===== src/rtl/pwr_evt_pkg.sv =====
`timescale 1ns/1ps
package pwr_evt_pkg;
   localparam int FLAG_W    = 3;
   localparam int IDX_BTN   = 0;
   localparam int IDX_LRISE = 1;
   localparam int IDX_LFALL = 2;
   typedef logic [FLAG_W-1:0] flag_vec_t;
endpackage


===== src/rtl/pwr_evt_sync.sv =====
`timescale 1ns/1ps
module pwr_evt_sync #(
   parameter int W      = 2,
   parameter int STAGES = 2
) (
   input  logic         clk,
   input  logic         rst_n,
   input  logic [W-1:0] d_i,
   output logic [W-1:0] q_o
);
   generate
      if (STAGES < 2) begin : g_bad_stages
         $error("pwr_evt_sync: STAGES must be at least 2");
      end
      if (W < 1) begin : g_bad_width
         $error("pwr_evt_sync: W must be positive");
      end
   endgenerate

   logic [W-1:0] stg_q [STAGES];

   always_ff @(posedge clk or negedge rst_n) begin
      if (!rst_n) begin
         for (int k = 0; k < STAGES; k++) stg_q[k] <= '0;
      end else begin
         stg_q[0] <= d_i;
         for (int k = 1; k < STAGES; k++) stg_q[k] <= stg_q[k-1];
      end
   end

   assign q_o = stg_q[STAGES-1];
endmodule


===== src/rtl/pwr_evt_edge.sv =====
`timescale 1ns/1ps
module pwr_evt_edge #(
   parameter bit FALLING = 1'b0
) (
   input  logic clk,
   input  logic rst_n,
   input  logic lvl_i,
   output logic evt_o
);
   logic prev_q;

   always_ff @(posedge clk or negedge rst_n) begin
      if (!rst_n) prev_q <= 1'b0;
      else        prev_q <= lvl_i;
   end

   generate
      if (FALLING) begin : g_fall
         assign evt_o = prev_q & ~lvl_i;
      end else begin : g_rise
         assign evt_o = lvl_i & ~prev_q;
      end
   endgenerate
endmodule


===== src/rtl/pwr_evt_flag_bit.sv =====
`timescale 1ns/1ps
module pwr_evt_flag_bit (
   input  logic clk,
   input  logic rst_n,
   input  logic set_i,
   input  logic clr_i,
   output logic q_o
);
   always_ff @(posedge clk or negedge rst_n) begin
      if (!rst_n)     q_o <= 1'b0;
      else if (set_i) q_o <= 1'b1;
      else if (clr_i) q_o <= 1'b0;
   end
endmodule


===== src/rtl/pwr_evt_flags.sv =====
`timescale 1ns/1ps
module pwr_evt_flags
   import pwr_evt_pkg::*;
#(
   parameter int SYNC_STAGES = 2,
   parameter bit IRQ_REG     = 1'b0
) (
   input  logic              clk,
   input  logic              rst_n,
   input  logic              btn_i,
   input  logic              lock_i,
   input  logic              wake_btn_i,
   input  logic              wake_tmr_i,
   input  logic              lp_req_i,
   input  logic              wr_en_i,
   input  logic              wr_sel_i,
   input  logic [FLAG_W-1:0] wr_data_i,
   output logic [FLAG_W-1:0] flags_o,
   output logic [FLAG_W-1:0] enables_o,
   output logic              irq_o
);
   localparam int SYNC_W = 2;

   generate
      if (SYNC_STAGES < 2) begin : g_bad_sync
         $error("pwr_evt_flags: SYNC_STAGES must be at least 2");
      end
   endgenerate

   logic [SYNC_W-1:0] lvl_sync;
   logic              btn_rise, lock_rise, lock_fall;
   logic              wake_brownout;
   flag_vec_t         set_vec, clr_vec, flag_q, en_q;
   logic              flag_wr, en_wr;

   pwr_evt_sync #(.W(SYNC_W), .STAGES(SYNC_STAGES)) u_sync (
      .clk   (clk),
      .rst_n (rst_n),
      .d_i   ({lock_i, btn_i}),
      .q_o   (lvl_sync)
   );

   pwr_evt_edge #(.FALLING(1'b0)) u_btn_rise (
      .clk(clk), .rst_n(rst_n), .lvl_i(lvl_sync[0]), .evt_o(btn_rise));
   pwr_evt_edge #(.FALLING(1'b0)) u_lock_rise (
      .clk(clk), .rst_n(rst_n), .lvl_i(lvl_sync[1]), .evt_o(lock_rise));
   pwr_evt_edge #(.FALLING(1'b1)) u_lock_fall (
      .clk(clk), .rst_n(rst_n), .lvl_i(lvl_sync[1]), .evt_o(lock_fall));

   assign wake_brownout = wake_btn_i | wake_tmr_i;

   always_comb begin
      set_vec            = '0;
      set_vec[IDX_BTN]   = btn_rise;
      set_vec[IDX_LRISE] = lock_rise;
      set_vec[IDX_LFALL] = lock_fall & ~wake_brownout;
   end

   assign flag_wr = wr_en_i & ~wr_sel_i;
   assign en_wr   = wr_en_i &  wr_sel_i;

   always_comb begin
      clr_vec          = {FLAG_W{flag_wr}} & ~wr_data_i;
      clr_vec[IDX_BTN] = clr_vec[IDX_BTN] | lp_req_i;
   end

   generate
      for (genvar i = 0; i < FLAG_W; i++) begin : g_flag
         pwr_evt_flag_bit u_bit (
            .clk   (clk),
            .rst_n (rst_n),
            .set_i (set_vec[i]),
            .clr_i (clr_vec[i]),
            .q_o   (flag_q[i])
         );
      end
   endgenerate

   always_ff @(posedge clk or negedge rst_n) begin
      if (!rst_n)     en_q <= '0;
      else if (en_wr) en_q <= wr_data_i;
   end

   generate
      if (IRQ_REG) begin : g_irq_reg
         logic irq_q;
         always_ff @(posedge clk or negedge rst_n) begin
            if (!rst_n) irq_q <= 1'b0;
            else        irq_q <= |(flag_q & en_q);
         end
         assign irq_o = irq_q;
      end else begin : g_irq_comb
         assign irq_o = |(flag_q & en_q);
      end
   endgenerate

   assign flags_o   = flag_q;
   assign enables_o = en_q;
endmodule


===== config.mk =====
export PLATFORM = sky130hd
export DESIGN_NAME = pwr_evt_flags
export DESIGN_NICKNAME = d
export VERILOG_FILES = /design/src/rtl/pwr_evt_pkg.sv /design/src/rtl/pwr_evt_sync.sv /design/src/rtl/pwr_evt_edge.sv /design/src/rtl/pwr_evt_flag_bit.sv /design/src/rtl/pwr_evt_flags.sv
export SDC_FILE = /design/constraint.sdc
export NUM_CORES = 1
export LEC_CHECK = 0
export BUFFER_PORTS_ARGS = -buffer_cell sky130_fd_sc_hd__clkbuf_2
export CAP_MARGIN = 20
export CORE_AREA = 2 2 39 41
export CTS_CLUSTER_DIAMETER = 80
export CTS_CLUSTER_SIZE = 8
export DETAILED_ROUTE_END_ITERATION = 6
export DIE_AREA = 0 0 41 43
export PLACE_DENSITY_LB_ADDON = 0.08
export SLEW_MARGIN = 20
export SYNTH_ARGS = -nofsm -noshare
export SYNTH_HDL_FRONTEND = slang
export SYNTH_SLANG_ARGS = --single-unit

===== constraint.sdc =====
create_clock -name clk -period 1.4 [get_ports clk]
set_clock_uncertainty 0.1 [all_clocks]
set_input_delay 0.07 -clock clk [delete_from_list [all_inputs] [get_ports clk]]
set_output_delay 0.07 -clock clk [all_outputs]
set_load 0.1 [all_outputs]

Yosys cells after proc, flatten, opt, wreduce, memory -nomap -nowiden
Cells that the tools add are included.
- $add $sub $neg: 0
- $mul: 0
- divide/modulo/power cells: 0
- order comparisons: 0
- equal/unequal tests: 0
- shifts and indexed selects: 0
- multiplexer cells: 6
- bitwise logic cells: 16
- reductions and logical operators: 4
- operators with widths (cell ; number):
    AND 1 bit ; 6
    AND 3 bit ; 2
    2-to-1 mux 1 bit ; 6
    nonzero test 2 bit ; 3
    inverter 1 bit ; 5
    inverter 3 bit ; 1
    OR reduction 3 bit ; 1
    OR 1 bit ; 2
- flip-flop bits (word level): 12
- bits in latches: 0
- RAM bits: 0
- bits in read-only memories: 0
- input bits: 12
- output and inout bits: 7
- memories kept: 0

Logic depth before layout (Yosys ltp)
- depth after elaboration: 6
- mapped depth: 2

Modules after synthesis
Synthesis repeated with hierarchy kept, for this count alone.
- cells, all modules: 35
- area, all modules: 495.5 um^2
- by module, submodules not included (module ; instances ; cells each ; area an instance (um^2) ; sequential area each (um^2)):
    pwr_evt_flags ; 1 ; 14 ; 155.1 ; 75.1
    pwr_evt_edge ; 3 ; 2 ; 38.8 ; 25.0
    pwr_evt_sync ; 1 ; 6 ; 115.1 ; 100.1
    pwr_evt_flag_bit ; 3 ; 3 ; 36.3 ; 25.0

Least setup slack after synthesis
No wires, ideal clock.
- path type: register -> output
- start point: reg en_q[0], in the netlist enables_o[0]
- end point: out irq_o
- data arrival time: 1.802 ns
- setup slack: -0.572 ns
- stages on the path, launching flop included: 3
- path buffers: 0
- cell sequence: dfrtp_1 a222oi_1 inv_1
- cells in the longest elaborated chain, start to end: 2
- ends and longest elaborated chain (element ; line ; text):
    from (decl) ; pwr_evt_flags.sv:33 ; flag_vec_t set_vec, clr_vec, flag_q, en_q;
    from (signal assigned) ; pwr_evt_flags.sv:81 ; else if (en_wr) en_q <= wr_data_i;
    AND 3 bit ; pwr_evt_flags.sv:93 ; assign irq_o = |(flag_q & en_q);
    OR reduction 3 bit ; pwr_evt_flags.sv:93 ;
    to (decl) ; pwr_evt_flags.sv:20 ; output logic irq_o
Every way passes these cells.

Worst setup path in the final report
Ends and elaborated chain as after synthesis.

==> results.cfg <==
[clocking]
cts_buffer_depth = 2
cts.sinks = 12
path_clk_slew_ps = 70
root_buffer = clkbuf_4
cts_tree = done
clkLatencyLatePin_ps = 260
cts_resized = 0
cts_htree_levels = 1
cts_buffers = 3

[routing]
postRouteAntennaNets = 0
wl_per_cell_um = 11.81
vias = 331
finalWirelength_um = 874
via_per_inst = 4.473
drtIter0Drc = 8
drc = 0
dr.pass1.iters = 4

[outcome]
outcome = complete, but fails checks
violations = setup timing

[global_routing]
grt_max_degree = 13
grt.busiest_layer = met2
grtUsageMet2_pct = 20.00
grt_overflow_total = 0
use_met3_pct = 3.141
antenna_found_initial = 0
grt_usage_pct = 12.51
grt_pass1_wl_mm = 1.435
grt_pass1_vias = 370
met1_usage_pct = 12.76

[sta]
rsz0062_at_grt = yes
slew_headroom_pct = 63.97
worst_slew_pin_slew_ps = 542.8
timing.final.crit_share_pct = 109.7
setup_violations = 1
slew_violations = 0
hold_viol_final = 0
period_needed_ps = 1536
fmax_mhz = 650.8
worst_slack_ps = -136.5

[critical_path]
crit_type = flip-flop to primary output
reg2reg_slack_ps = 440
r2r-start = enables_o[0]
r2r_end = enables_o[0]
crit_path_max_fanout = 3
arrival_ps = 1370
worstSetupStartpointType = flip-flop
worstSetupEndpointType = primary output
worstPathRequired_ps = 1230
r2r_cells = 1

[synthesis]
yosys.area_share.simple_pct = 7.082
avgSynthCellArea_um2 = 13.80
synth-xor-area-share_pct = 0
synth_fa_ha_area_share_pct = 0
yosysWarningCount = 0
yosys.area.top_type_share_pct = 67.99
synth_fp_nets = 44
yosys-top-cells-area = dfrtp_1 (68%), mux2_2 (7.6%), buf_4 (5.1%)
synth_seq_cells = 12
synth_top_family_by_area = buffers and inverters
yosys.cell_types.count = 12
synthMuxAreaShare_pct = 7.649
yosysTopAreaCell = dfrtp_1
syn_inst = 32
synth_compound_area_share_pct = 7.932
yosysSeqAreaShare_pct = 67.99
synth.cell_area_um2 = 441.7

[die]
coreArea_um2 = 1384
io_pins = 19
die-area_um2 = 1763
start_util_pct = 31.92
die_w_um = 41
rows = 14
die-height_um = 43

[min_path]
whs_path_depth = 3
hold_start = wr_sel_i
hold_class = primary input to flip-flop
hold_end = g_flag[1].u_bit.q_o

[place]
hpwl_um = 709.4
place.gp.congestion = 0.6261
port_buffers = 18
dp.cells = 63
dp_worst_setup_slack_ps = 159.9

[finish]
post-route-util_pct = 47.47
diodes = 0
nNetsFinal = 71
drive_gt1_share_pct = 48.28
area_growth_pct = 48.73
layout.cells.non_filler = 74

[pwr]
powerDensity_nw_per_um2 = 1503
p_leak_uw = 0.0003191
ir_drop_v = 0.0005942

[job]
maxCapViolations = 0
==> power by group <==
part | internal [uW] | switching [uW]
logic | 98.5 | 272
clock network | 110 | 101
registers | 383 | 22.7
total | 592 | 396
==> cells in the mapped netlist (all sizes together) <==
library cell / n
o32ai: 1
a222oi: 1
nand2: 1
buf: 3
nor3b: 2
nor2: 1
or3b: 1
a32o: 1
o22ai: 1
dfrtp: 12
mux2: 3
inv: 5
==> critical path, stage by stage, from the launching register on <==
cell	delay [ps]
dfrtp_4	480
a222oi_1	360
inv_2	80
buf_12	170
==> placed cells by master (no fill, tap or decap) <==
master         instances
buf_4                  4
o32ai_1                1
a32o_1                 1
nand2_1                1
clkbuf_1               1
dlygate4sd3_1          7
inv_2                  1
dfrtp_2                2
clkbuf_4               3
mux2_2                 3
dfrtp_1                9
dfrtp_4                1
or3b_1                 1
nor3b_1                2
buf_12                 1
o22ai_1                1
inv_1                  4
clkbuf_2              13
a222oi_1               1
nor2_1                 1
==> worst max path at each step <==
stage / start / to / slack [ps] / depth (start not counted)
finish: enables_o[0] / irq_o / -140 / 3
global route: enables_o[0] / irq_o / -230 / 3
CTS: enables_o[0] / irq_o / -140 / 3
detailed placement: enables_o[0] / irq_o / 160 / 3
global placement: enables_o[0] / irq_o / 170 / 3
floorplan: enables_o[0] / irq_o / -40 / 2
==> area by class of cell <==
class                           instances  area [um2]
Sequential cell                        12       306.5
Multi-Input combinational cell         12       100.1
Inverter                                5       18.77
Tap cell                               16       20.02
Fill cell                             129       726.9
Clock buffer                            4       26.28
Timing Repair Buffer                   25       185.2
==> layer usage <==
layer | vias up | part of all wire, %
met5 | - | 0
met4 | 0 | 1.3
met3 | 2 | 8.6
met2 | 12 | 53
met1 | 158 | 37
li1 | 159 | -
==> cells by family after synthesis <==
kind of cell           count (synthesis)
flip-flops                            12
buffers and inverters                  8
multiplexers                           3
AO/OA/AOI/OAI                          4
AND/OR/NAND/NOR                        5
==> through the flow <==
step / TNS, ps / hold WS, ps / instance area [um2] / total power, uW
4_1_cts: -143.9 / 44.33 / 656.9 / 1004
3_3_place_gp: 0 / -140.3 / 560.5 / 765.3
5_1_grt: -230.1 / 41.29 / 656.9 / 1038
3_5_place_dp: 0 / -133.3 / 560.5 / 770.7
6_report: -136.5 / 54.33 / 656.9 / 987.6
2_1_floorplan: -41.72 / -325.6 / 447.9 / 684.8
==> registers in the layout, indices dropped and copies added (netlist names) <==
register,cells
g_flag.u_bit.q_o,3
u_sync.q_o,2
u_lock_fall.prev_q,1
u_btn_rise.prev_q,1
enables_o,3
u_sync.stg_q,2
==> what timing repair did <==
action / 4_1_cts / 5_1_grt
endpoints found under the setup margin: 1 / 1
gates cloned: 0 / 0
endpoints found under the hold margin: 18 / 0
setup buffers: 0 / 0
hold buffers: 7 / 0
Power figures use the tool's default switching activity.
